[src/rtl/i2c_mbox_pkg.sv]
// Shared definitions for the mailbox I2C master: register addresses,
// command and status bit positions, sequencer state and command fields.
package i2c_mbox_pkg;

    localparam logic [1:0] RA_STATUS = 2'd0;
    localparam logic [1:0] RA_CMD    = 2'd1;
    localparam logic [1:0] RA_WEXT   = 2'd2;
    localparam logic [1:0] RA_REXT   = 2'd3;

    localparam int CB_WRITE = 10;
    localparam int CB_TWO   = 11;
    localparam int CB_PROBE = 12;
    localparam int CB_HOLD  = 13;

    localparam int SB_BUSY = 0;
    localparam logic [1:0] MODE_NATIVE = 2'b10;

    typedef enum logic [1:0] {
        SQ_IDLE,
        SQ_START,
        SQ_BIT,
        SQ_STOP
    } seq_state_e;

    typedef struct packed {
        logic [6:0] addr;
        logic       is_write;
        logic       two;
        logic       probe;
        logic       hold;
    } cmd_t;

endpackage

[src/rtl/i2c_qtick_gen.sv]
// Quarter-phase tick generator. While run is high it emits a one-cycle
// tick every DIV_Q clocks. While run is low the count is held at zero,
// so the first quarter of a transaction is always a full DIV_Q long.
// Assumes DIV_Q >= 1.
module i2c_qtick_gen #(
    parameter int DIV_Q = 64
) (
    input  logic clk,
    input  logic rst_n,
    input  logic run,
    output logic tick
);
    localparam int CW = (DIV_Q > 1) ? $clog2(DIV_Q) : 1;
    localparam logic [CW-1:0] LAST = CW'(DIV_Q - 1);

    logic [CW-1:0] cnt;

    // Count clocks inside one quarter phase; restart when idle.
    always_ff @(posedge clk) begin
        if (!rst_n || !run) begin
            cnt <= '0;
        end else if (cnt == LAST) begin
            cnt <= '0;
        end else begin
            cnt <= cnt + 1'b1;
        end
    end

    assign tick = run && (cnt == LAST);

endmodule

[src/rtl/i2c_byte_sequencer.sv]
// Bit-level I2C sequencer. On launch it latches the command and the payload,
// then produces START, the address byte, 0..2 data bytes and either a STOP
// or a bus hold, with four quarter phases per bit. done_stb is combinational
// and fires in the same cycle the engine returns to idle.
// Assumes launch is only asserted while idle; the target does not stretch SCL.
module i2c_byte_sequencer
    import i2c_mbox_pkg::*;
(
    input  logic        clk,
    input  logic        rst_n,
    input  logic        tick,
    input  logic        launch,
    input  cmd_t        cmd,
    input  logic [15:0] wdata,
    input  logic        sda_in,
    output logic        busy,
    output logic        held,
    output logic        in_bit,
    output logic [6:0]  addr_q,
    output logic        scl_oe,
    output logic        sda_oe,
    output logic        done_stb,
    output logic        done_err,
    output logic        done_rd,
    output logic [15:0] rx_word
);
    seq_state_e  st;
    logic [1:0]  q;
    logic [3:0]  bit_idx;
    logic [1:0]  byte_idx;
    logic [1:0]  nbytes;
    logic        rd_q;
    logic        hold_q;
    logic        err_q;
    logic        samp;
    logic [7:0]  shreg;
    logic [7:0]  rx_sh;
    logic [15:0] wbuf;

    logic tx_mode;
    logic last;
    logic fin;
    logic fin_err;

    assign tx_mode = (byte_idx == 2'd0) || !rd_q;
    assign last    = (byte_idx == nbytes);
    assign busy    = (st != SQ_IDLE);
    assign in_bit  = (st == SQ_BIT);
    assign done_rd = rd_q;

    // Decide at the end of an acknowledge slot whether the command finishes.
    always_comb begin
        fin     = 1'b0;
        fin_err = 1'b0;
        if (tick && st == SQ_BIT && q == 2'd3 && bit_idx == 4'd8) begin
            if (tx_mode && samp) begin
                fin     = 1'b1;
                fin_err = 1'b1;
            end else if (last) begin
                fin = 1'b1;
            end
        end
    end

    assign done_stb = (fin && hold_q) || (tick && st == SQ_STOP && q == 2'd3);
    assign done_err = (st == SQ_BIT) ? fin_err : err_q;

    // Main sequencing: latch a command, then step quarter phases on each tick.
    always_ff @(posedge clk) begin
        if (!rst_n) begin
            st       <= SQ_IDLE;
            q        <= 2'd0;
            bit_idx  <= 4'd0;
            byte_idx <= 2'd0;
            nbytes   <= 2'd0;
            rd_q     <= 1'b0;
            hold_q   <= 1'b0;
            err_q    <= 1'b0;
            samp     <= 1'b1;
            shreg    <= 8'hFF;
            rx_sh    <= 8'h00;
            wbuf     <= 16'h0000;
            addr_q   <= 7'd0;
            held     <= 1'b0;
            rx_word  <= 16'h0000;
        end else if (launch && st == SQ_IDLE) begin
            st       <= SQ_START;
            q        <= 2'd0;
            bit_idx  <= 4'd0;
            byte_idx <= 2'd0;
            nbytes   <= cmd.probe ? 2'd0 : (cmd.two ? 2'd2 : 2'd1);
            rd_q     <= !cmd.is_write;
            hold_q   <= cmd.hold;
            err_q    <= 1'b0;
            shreg    <= {cmd.addr, !cmd.is_write};
            wbuf     <= wdata;
            addr_q   <= cmd.addr;
            held     <= 1'b0;
            rx_word  <= 16'h0000;
        end else if (tick) begin
            q <= q + 2'd1;
            case (st)
                SQ_START: begin
                    if (q == 2'd3) st <= SQ_BIT;
                end
                SQ_BIT: begin
                    if (q == 2'd2) begin
                        samp <= sda_in;
                        if (!tx_mode && bit_idx != 4'd8) rx_sh <= {rx_sh[6:0], sda_in};
                    end
                    if (q == 2'd3) begin
                        if (bit_idx != 4'd8) begin
                            bit_idx <= bit_idx + 4'd1;
                            shreg   <= {shreg[6:0], 1'b1};
                            if (!tx_mode && bit_idx == 4'd7) begin
                                if (byte_idx == 2'd1) rx_word[7:0]  <= rx_sh;
                                else                  rx_word[15:8] <= rx_sh;
                            end
                        end else if (fin) begin
                            err_q <= fin_err;
                            if (hold_q) begin
                                st   <= SQ_IDLE;
                                held <= 1'b1;
                            end else begin
                                st <= SQ_STOP;
                            end
                        end else begin
                            bit_idx  <= 4'd0;
                            byte_idx <= byte_idx + 2'd1;
                            shreg    <= (byte_idx == 2'd0) ? wbuf[7:0] : wbuf[15:8];
                        end
                    end
                end
                SQ_STOP: begin
                    if (q == 2'd3) begin
                        st   <= SQ_IDLE;
                        held <= 1'b0;
                    end
                end
                default: st <= SQ_IDLE;
            endcase
        end
    end

    // Open-drain line drive for each state and quarter phase.
    always_comb begin
        scl_oe = 1'b0;
        sda_oe = 1'b0;
        case (st)
            SQ_IDLE: begin
                scl_oe = held;
                sda_oe = 1'b0;
            end
            SQ_START: begin
                scl_oe = (q == 2'd0) || (q == 2'd3);
                sda_oe = q[1];
            end
            SQ_BIT: begin
                scl_oe = (q == 2'd0) || (q == 2'd3);
                if (bit_idx == 4'd8) sda_oe = !tx_mode && !last;
                else                 sda_oe = tx_mode && !shreg[7];
            end
            SQ_STOP: begin
                scl_oe = (q == 2'd0);
                sda_oe = !q[1];
            end
            default: begin
                scl_oe = 1'b0;
                sda_oe = 1'b0;
            end
        endcase
    end

endmodule

[src/rtl/i2c_mbox_regfile.sv]
// Register file: status with write-one-to-clear event flags and a busy bit,
// the command mailbox (launch decode), and the write and read extension
// words. Assumes done_stb is a single-cycle strobe from the sequencer.
module i2c_mbox_regfile
    import i2c_mbox_pkg::*;
(
    input  logic        clk,
    input  logic        rst_n,
    input  logic        reg_wr,
    input  logic [1:0]  reg_addr,
    input  logic [15:0] reg_wdata,
    output logic [15:0] reg_rdata,
    input  logic        busy,
    input  logic        done_stb,
    input  logic        done_err,
    input  logic        done_rd,
    input  logic [15:0] rx_word,
    output logic        launch,
    output cmd_t        cmd,
    output logic [15:0] wdata,
    output logic [2:0]  flags
);
    logic [15:0] rext;
    logic [2:0]  clr;
    logic [2:0]  set;

    assign launch = reg_wr && (reg_addr == RA_CMD)
                    && (reg_wdata[15:14] == MODE_NATIVE) && !busy;

    assign cmd.addr     = reg_wdata[7:1];
    assign cmd.is_write = reg_wdata[CB_WRITE];
    assign cmd.two      = reg_wdata[CB_TWO];
    assign cmd.probe    = reg_wdata[CB_PROBE];
    assign cmd.hold     = reg_wdata[CB_HOLD];

    assign clr = (reg_wr && reg_addr == RA_STATUS) ? reg_wdata[15:13] : 3'b000;
    assign set = {done_stb && !done_err && done_rd,
                  done_stb && !done_err && !done_rd,
                  done_stb && done_err};

    // Event flags {rx, tx, err}: clear by writing one, a new event wins.
    always_ff @(posedge clk) begin
        if (!rst_n) flags <= 3'b000;
        else        flags <= (flags & ~clr) | set;
    end

    // Write extension word, loaded by software at any time.
    always_ff @(posedge clk) begin
        if (!rst_n)                              wdata <= 16'h0000;
        else if (reg_wr && reg_addr == RA_WEXT)  wdata <= reg_wdata;
    end

    // Read extension word, updated when a read finishes without error.
    always_ff @(posedge clk) begin
        if (!rst_n)                                 rext <= 16'h0000;
        else if (done_stb && !done_err && done_rd)  rext <= rx_word;
    end

    // Read-back multiplexer.
    always_comb begin
        case (reg_addr)
            RA_STATUS: reg_rdata = {flags, 12'h000, busy};
            RA_WEXT:   reg_rdata = wdata;
            RA_REXT:   reg_rdata = rext;
            default:   reg_rdata = 16'h0000;
        endcase
    end

endmodule

[src/rtl/i2c_mbox_master.sv]
// Top level of the mailbox-commanded I2C master: register file, quarter
// tick divider and bit sequencer. Open-drain outputs: *_oe = 1 pulls low.
// Assumes sda_in is already synchronised to clk.
module i2c_mbox_master
    import i2c_mbox_pkg::*;
#(
    parameter int DIV_Q = 64
) (
    input  logic        clk,
    input  logic        rst_n,
    input  logic        reg_wr,
    input  logic [1:0]  reg_addr,
    input  logic [15:0] reg_wdata,
    output logic [15:0] reg_rdata,
    input  logic        sda_in,
    output logic        scl_oe,
    output logic        sda_oe
);
    logic        launch;
    cmd_t        cmd;
    logic [15:0] wdata;
    logic [2:0]  flags;
    logic        tick;
    logic        seq_busy;
    logic        seq_held;
    logic        seq_in_bit;
    logic [6:0]  seq_addr_q;
    logic        done_stb;
    logic        done_err;
    logic        done_rd;
    logic [15:0] rx_word;
    logic        cmd_wr_busy;

    assign cmd_wr_busy = reg_wr && (reg_addr == RA_CMD) && seq_busy;

    i2c_mbox_regfile u_regs (
        .clk       (clk),
        .rst_n     (rst_n),
        .reg_wr    (reg_wr),
        .reg_addr  (reg_addr),
        .reg_wdata (reg_wdata),
        .reg_rdata (reg_rdata),
        .busy      (seq_busy),
        .done_stb  (done_stb),
        .done_err  (done_err),
        .done_rd   (done_rd),
        .rx_word   (rx_word),
        .launch    (launch),
        .cmd       (cmd),
        .wdata     (wdata),
        .flags     (flags)
    );

    i2c_qtick_gen #(.DIV_Q(DIV_Q)) u_tick (
        .clk   (clk),
        .rst_n (rst_n),
        .run   (seq_busy),
        .tick  (tick)
    );

    i2c_byte_sequencer u_seq (
        .clk      (clk),
        .rst_n    (rst_n),
        .tick     (tick),
        .launch   (launch),
        .cmd      (cmd),
        .wdata    (wdata),
        .sda_in   (sda_in),
        .busy     (seq_busy),
        .held     (seq_held),
        .in_bit   (seq_in_bit),
        .addr_q   (seq_addr_q),
        .scl_oe   (scl_oe),
        .sda_oe   (sda_oe),
        .done_stb (done_stb),
        .done_err (done_err),
        .done_rd  (done_rd),
        .rx_word  (rx_word)
    );

endmodule

[config.mk]
export PLATFORM = sky130hd
export DESIGN_NAME = i2c_mbox_master
export DESIGN_NICKNAME = d
export VERILOG_FILES = /design/src/rtl/i2c_mbox_pkg.sv /design/src/rtl/i2c_qtick_gen.sv /design/src/rtl/i2c_byte_sequencer.sv /design/src/rtl/i2c_mbox_regfile.sv /design/src/rtl/i2c_mbox_master.sv
export SDC_FILE = /design/constraint.sdc
export NUM_CORES = 1
export LEC_CHECK = 0
export CAP_MARGIN = 20
export CORE_MARGIN = 2
export CORE_UTILIZATION = 50
export DETAILED_ROUTE_END_ITERATION = 7
export HOLD_SLACK_MARGIN = 0.05
export PLACE_DENSITY_LB_ADDON = 0.08
export SKIP_LAST_GASP = 1
export SYNTH_ARGS = -nofsm -noshare
export SYNTH_HDL_FRONTEND = slang
export SYNTH_SLANG_ARGS = --single-unit
[constraint.sdc]
create_clock -name clk -period 5.2 [get_ports clk]
set_input_delay 1.3 -clock clk [delete_from_list [all_inputs] [get_ports clk]]
set_output_delay 1.3 -clock clk [all_outputs]
set_load 0.005 [all_outputs]
==> reports/metrics.csv, run 1 <==
metric;value;unit
io_pins;40;
synth_cells;578;
synth.avg_cell_area;8.743;um^2
synth.top_cell.area_share;0.4199;
arrival;3.19;ns
drtIter0Drc;224;
cts_root_buffer;clkbuf_8;
crit_slowest_cell;clkdlybuf4s50_1;
cp-endpoint;reg_rdata[15];
layout-drive-gt1-share;0.05833;
r2r-end;u_regs.rext[4];
grt-ovfl-total;0;
hold_start;u_seq.err_q;
cts_post_setup_buffers_inserted;0;
crit_type;input port to primary output;
grt_pass1_wl;19510;um
cts_hold_buffers;0;
ys_ff_latch;106;
r2r_start;u_seq.byte_idx[1];
synth_ff_type;dfxtp_1;
worst_hold_slack;0.4501;ns
clock_skew;0.01075;ns
r2r_setup_slack;2.12;ns
max_clock_freq;0.2226;GHz
status;finished, final reports clean;
ys_seq_area_frac;0.4199;
clk_pin_slew;0.09;ns
syn-num-nets;612;
synth_area_leaders;dfxtp_1, mux2i_1, nand2_1, a21boi_0, ha_1;
worstMarginPinSlew;1.088;ns
ctsHtreeMaxLevel;3;
drc;0;
r2r_cells;7;
start_kind;input port;
place_congestion;0.8664;
crit_start;reg_addr[1];
yosysTopAreaCell;dfxtp_1;
cts_resized;0;
required;3.90;ns
critPathMaxFanout;23;
path_delay_family;buffers and inverters;
cts_tree;done;
tns;0;ns
clock-sinks;106;
p_per_area;252.5;mW/mm^2
grt_max_degree;62;
area_delta_synth_final;11.88;%
synth_edf_count;0;
max_stage_delay;0.98;ns
syn_area;0.005054;mm^2
worstSetupPathDepth;4;
clkLatencyLatePin;0.38;ns
setup-violations-final;0;
avgViaCountPerCell;5.458;
min_path_type;flop to flop;
dp_hpwl;8652;um
wl;12160;um
leakagePower;2.253;nW
cp_num_buf_inv;2;
dieArea;0.01093;mm^2
crit_top_cell;clkdlybuf4s50_1;
worstSetupEndpointType;primary output;
routedWlPerCell;16.59;um
numCtsBuffers;9;
grt_pass1_vias;3736;
num_vias;4001;
ys_warn_count;0;
row_count;36;
irDropWorstVdd;0.1622;mV
finalCritPeriodShare;0.8641;
slew_violations;0;
start_util;0.5170;
nNetsFinal;629;
drt-pass1-iter-count;4;
drtAntennaViolNets;0;
max_slew_margin;0.2727;
rsz0062_at_grt;no;
cp_cell_sequence;clkdlybuf4s50_1 -> mux2i_1 -> o21ai_0 -> clkdlybuf4s50_1;
finalCriticalPeriod;4.493;ns
cts_buffer_depth;2;
die_h;104.5;um
die_w;104.5;um
synthArstFlopShare;0;
grtUsageTotal;0.2266;
ys_types;57;
core_area;0.009774;mm^2
maxCapViolCount;0;
n_antenna_cell;0;
io_buffer_count;39;
finalHoldViolCount;0;
antenna_found_initial;0;
[cell type report]
type,instances,area [um^2]
Sequential cell,106,2122
Clock buffer,10,127.6
Timing Repair Buffer,45,430.4
Clock inverter,6,73.82
Inverter,13,48.80
Multi-Input combinational cell,420,2685
Fill cell,932,4120
Tap cell,133,166.4
[stage by stage]
step / worst slack [ns] / power [mW] / utilization / cells / area, um^2
floorplan: 1.677 / 0.8809 / - / 578 / 5054
global placement: 0.8257 / 0.9160 / 0.5579 / 717 / 5453
detailed placement: 0.7395 / 0.9173 / 0.5579 / 717 / 5453
CTS: 0.7257 / 1.437 / 0.5785 / 733 / 5654
global route: 0.5551 / 1.476 / 0.5785 / 733 / 5654
finish: 0.7068 / 1.428 / 0.5785 / 733 / 5654
[worst min path at each step]
stage,cells after the start,slack (ns),to
global placement,1,0.43,u_tick.cnt[0]
floorplan,1,0.42,u_tick.cnt[0]
global route,1,0.48,u_tick.cnt[0]
detailed placement,2,0.44,u_seq.err_q
finish,2,0.45,u_seq.err_q
CTS,2,0.45,u_seq.err_q
[layout by cell type (no fill, tap or decap), drive strengths merged, types with 2 or more instances in the layout]
master           n
a211oi           4
a21boi          36
a21oi           12
a22oi            2
buf              7
clkbuf          10
clkdlybuf4s50   38
clkinvlp         2
dfxtp          106
ha              12
inv             15
mux2             2
mux2i           64
nand2          132
nand2b           3
nand3           23
nand3b           4
nand4            7
nor2            34
nor2b           23
nor3             8
nor4             3
o2111ai          2
o211ai           7
o21ai           11
or3              2
xnor2            8
xor2             2
[cells in the mapped netlist, drive strengths merged (2+ instances only)]
master,instances
nand3,23
nor4,3
o211ai,7
a22oi,2
a21oi,12
o21ai,11
dfxtp,106
nor2b,23
nand2b,3
nand3b,4
o2111ai,2
or3,2
a211oi,4
buf,12
xnor2,8
ha,12
mux2i,64
a21boi,36
nor2,34
nand2,132
nor3,8
inv,13
nand4,7
xor2,2
clkbuf,27
mux2,2
[flip-flops by register name, summed over array words and instances (netlist names)]
| signal | count |
|---|---|
| u_seq.st | 2 |
| u_seq.nbytes | 2 |
| u_seq.done_rd | 1 |
| u_regs.rext | 16 |
| u_regs.flags | 3 |
| u_tick.cnt | 6 |
| u_seq.rx_sh | 8 |
| u_seq.shreg | 8 |
| u_seq.held | 1 |
| u_regs.wdata | 16 |
| u_seq.rx_word | 16 |
| u_seq.wbuf | 16 |
| u_seq.bit_idx | 4 |
| u_seq.hold_q | 1 |
| u_seq.err_q | 1 |
| u_seq.samp | 1 |
| u_seq.q | 2 |
| u_seq.byte_idx | 2 |
[cells by family after synthesis]
group / synth area share
flops: 0.4199
xor+xnor: 0.01733
mux: 0.1312
buf+inv: 0.04877
compound gates: 0.1191
fa+ha+maj: 0.02971
simple gates: 0.2340
[per-layer routing]
metal	vias to the layer above	global-route usage	routed length [um]
li1	1996	-	-
met1	1905	0.3145	5871
met2	86	0.3553	5530
met3	14	0.04616	571
met4	0	0.06853	188
met5	-	0	0
[power breakdown]
| group | internal (mW) | switching [mW] | total [mW] |
|---|---|---|---|
| logic | 0.0339 | 0.0411 | 0.0750 |
| clock network | 0.229 | 0.300 | 0.529 |
| registers | 0.818 | 0.00652 | 0.824 |
[worst reg2reg max path, cell delays in order (launching register included)]
cell and delay [ns]:
dfxtp_1 0.33, inv_1 0.09, ha_1 0.56, nand2b_4 0.29
a22o_1 0.33, a31o_1 0.23, nand3_1 0.76, mux2i_1 0.41
Note: power is estimated with default switching activity, not from simulation.
==> run 2, diff against run 1 <==
CORE_ASPECT_RATIO = 2   (was not set)
SLEW_MARGIN = 20   (was not set)
==> reports/metrics.csv, run 2 (synthesis gave the netlist of run 1 again) <==
metric;value;unit;change
core_area;0.009955;mm^2;+1.8%
finalCriticalPeriod;4.437;ns;-0.05637 ns
drc;0;;unchanged
crit_type;input port to primary output;;
place_congestion;0.7913;;-8.7%
dieArea;0.01098;mm^2;+0.45%
avgViaCountPerCell;5.295;;-3.0%
arrival;3.14;ns;-0.05 ns
io_pins;40;;unchanged
row_count;52;;+44%
dp_hpwl;8294;um;-4.1%
grt_pass1_vias;3727;;-0.24%
clk_pin_slew;0.08;ns;about the same
required;3.90;ns;about the same
place_area;0.005463;mm^2;+0.18%
antenna_found_initial;0;;unchanged
clock-sinks;106;;unchanged
cts_hold_buffers;0;;unchanged
grt_pass1_wl;19100;um;-2.1%
numCtsBuffers;9;;unchanged
final_common_cell;nand2_1;;
leakagePower;2.324;nW;+3.1%
die_h;146.2;um;+40%
ctsHtreeMaxLevel;3;;unchanged
crit_start;reg_addr[1];;
start_kind;input port;;
maxCapViolCount;0;;unchanged
status;finished, final reports clean;;
hold_start;u_tick.cnt[0];;
nNetsFinal;630;;+0.16%
cts_post_setup_buffers_inserted;0;;unchanged
worstMarginPinSlew;1.065;ns;-0.02326 ns
grt_max_degree;91;;+47%
tns;0;ns;unchanged
p_per_area;286.5;mW/mm^2;+13%
rsz0062_at_grt;no;;
clock_skew;0.01392;ns;+0.003171 ns
r2r_start;u_seq.byte_idx[1];;
fin_area;0.005796;mm^2;+2.5%
area_delta_synth_final;14.68;%;
irDropWorstVdd;0.2466;mV;+52%
grtUsageTotal;0.2290;;+0.002319
routedWlPerCell;16.02;um;-3.5%
num_vias;3897;;-2.6%
setup-violations-final;0;;unchanged
n_antenna_cell;0;;unchanged
start_util;0.5077;;-0.009358
layout-drive-gt1-share;0.06156;;+0.003231
worstSetupEndpointType;primary output;;
power.total;1.661;mW;+16%
wl;11790;um;-3.1%
seq_area;0.002122;mm^2;unchanged
grt-ovfl-total;0;;unchanged
multi_input_area;0.002685;mm^2;unchanged
die_w;75.09;um;-28%
r2r_cells;7;;unchanged
min_path_type;flop to flop;;
drtIter0Drc;166;;-26%
critPathMaxFanout;23;;unchanged
max_clock_freq;0.2254;GHz;+1.3%
min_path_cells;1;;-1
cts_tree;done;;
fill_cells;963;;+3.3%
cts_root_buffer;clkbuf_16;;
final_cell_mix;nand2_1, dfxtp_1, mux2i_1, clkdlybuf4s50_1, a21boi_0;;
drtAntennaViolNets;0;;unchanged
finalCritPeriodShare;0.8532;;-0.01084
drt-pass1-iter-count;4;;unchanged
finalHoldViolCount;0;;unchanged
cts_buffer_depth;2;;unchanged
clkLatencyLatePin;0.36;ns;-0.02 ns
cts_resized;0;;unchanged
max_slew_margin;0.2883;;+0.01555
io_buffer_count;39;;unchanged
slew_violations;0;;unchanged
## run 2: final timing paths
check,endpoint,slack [ns]
min,u_tick.cnt[0],0.45
max reg2reg,u_regs.rext[1],2.13
min reg2reg,u_tick.cnt[0],0.45
max,reg_rdata[13],0.76
## run 2: critical path, stage by stage
cell and delay [ns]:
clkdlybuf4s50_1 0.96, mux2i_1 0.16, o21ai_0 0.19, clkdlybuf4s50_1 0.53
## run 2: routing by layer
metal	vias to the layer above	share of wire	global-route usage
met2	65	0.49	0.3680
met1	1833	0.46	0.3050
met4	0	0.019	0.07679
li1	1989	-	-
met3	10	0.033	0.03934
met5	-	0	0
## run 2: area by class of cell
cell class	count	share of cell area
clock buffers	9	0.03886
flip-flops and latches	106	0.3661
repair buffers	46	0.07556
well taps	135	0.02915
multi-input cells	420	0.4633
inverters	13	0.008420
clock inverters	7	0.01857
## run 2: per-stage QoR
step / std cells / setup slack (ns) / utilization / hold slack (ns)
global placement: 720 / 0.8040 / 0.5488 / 0.4332
global route: 736 / 0.6159 / 0.5822 / 0.4827
CTS: 736 / 0.7645 / 0.5822 / 0.4574
detailed placement: 720 / 0.7806 / 0.5488 / 0.4388
floorplan: 578 / 1.677 / - / 0.4179
finish: 736 / 0.7632 / 0.5822 / 0.4497
## run 2: power by group
group	leakage [nW]	internal, mW	switching [mW]
Clock	0.160	0.433	0.331
Combinational	1.31	0.0341	0.0394
Sequential	0.855	0.817	0.00595
Total	2.32	1.28	0.377
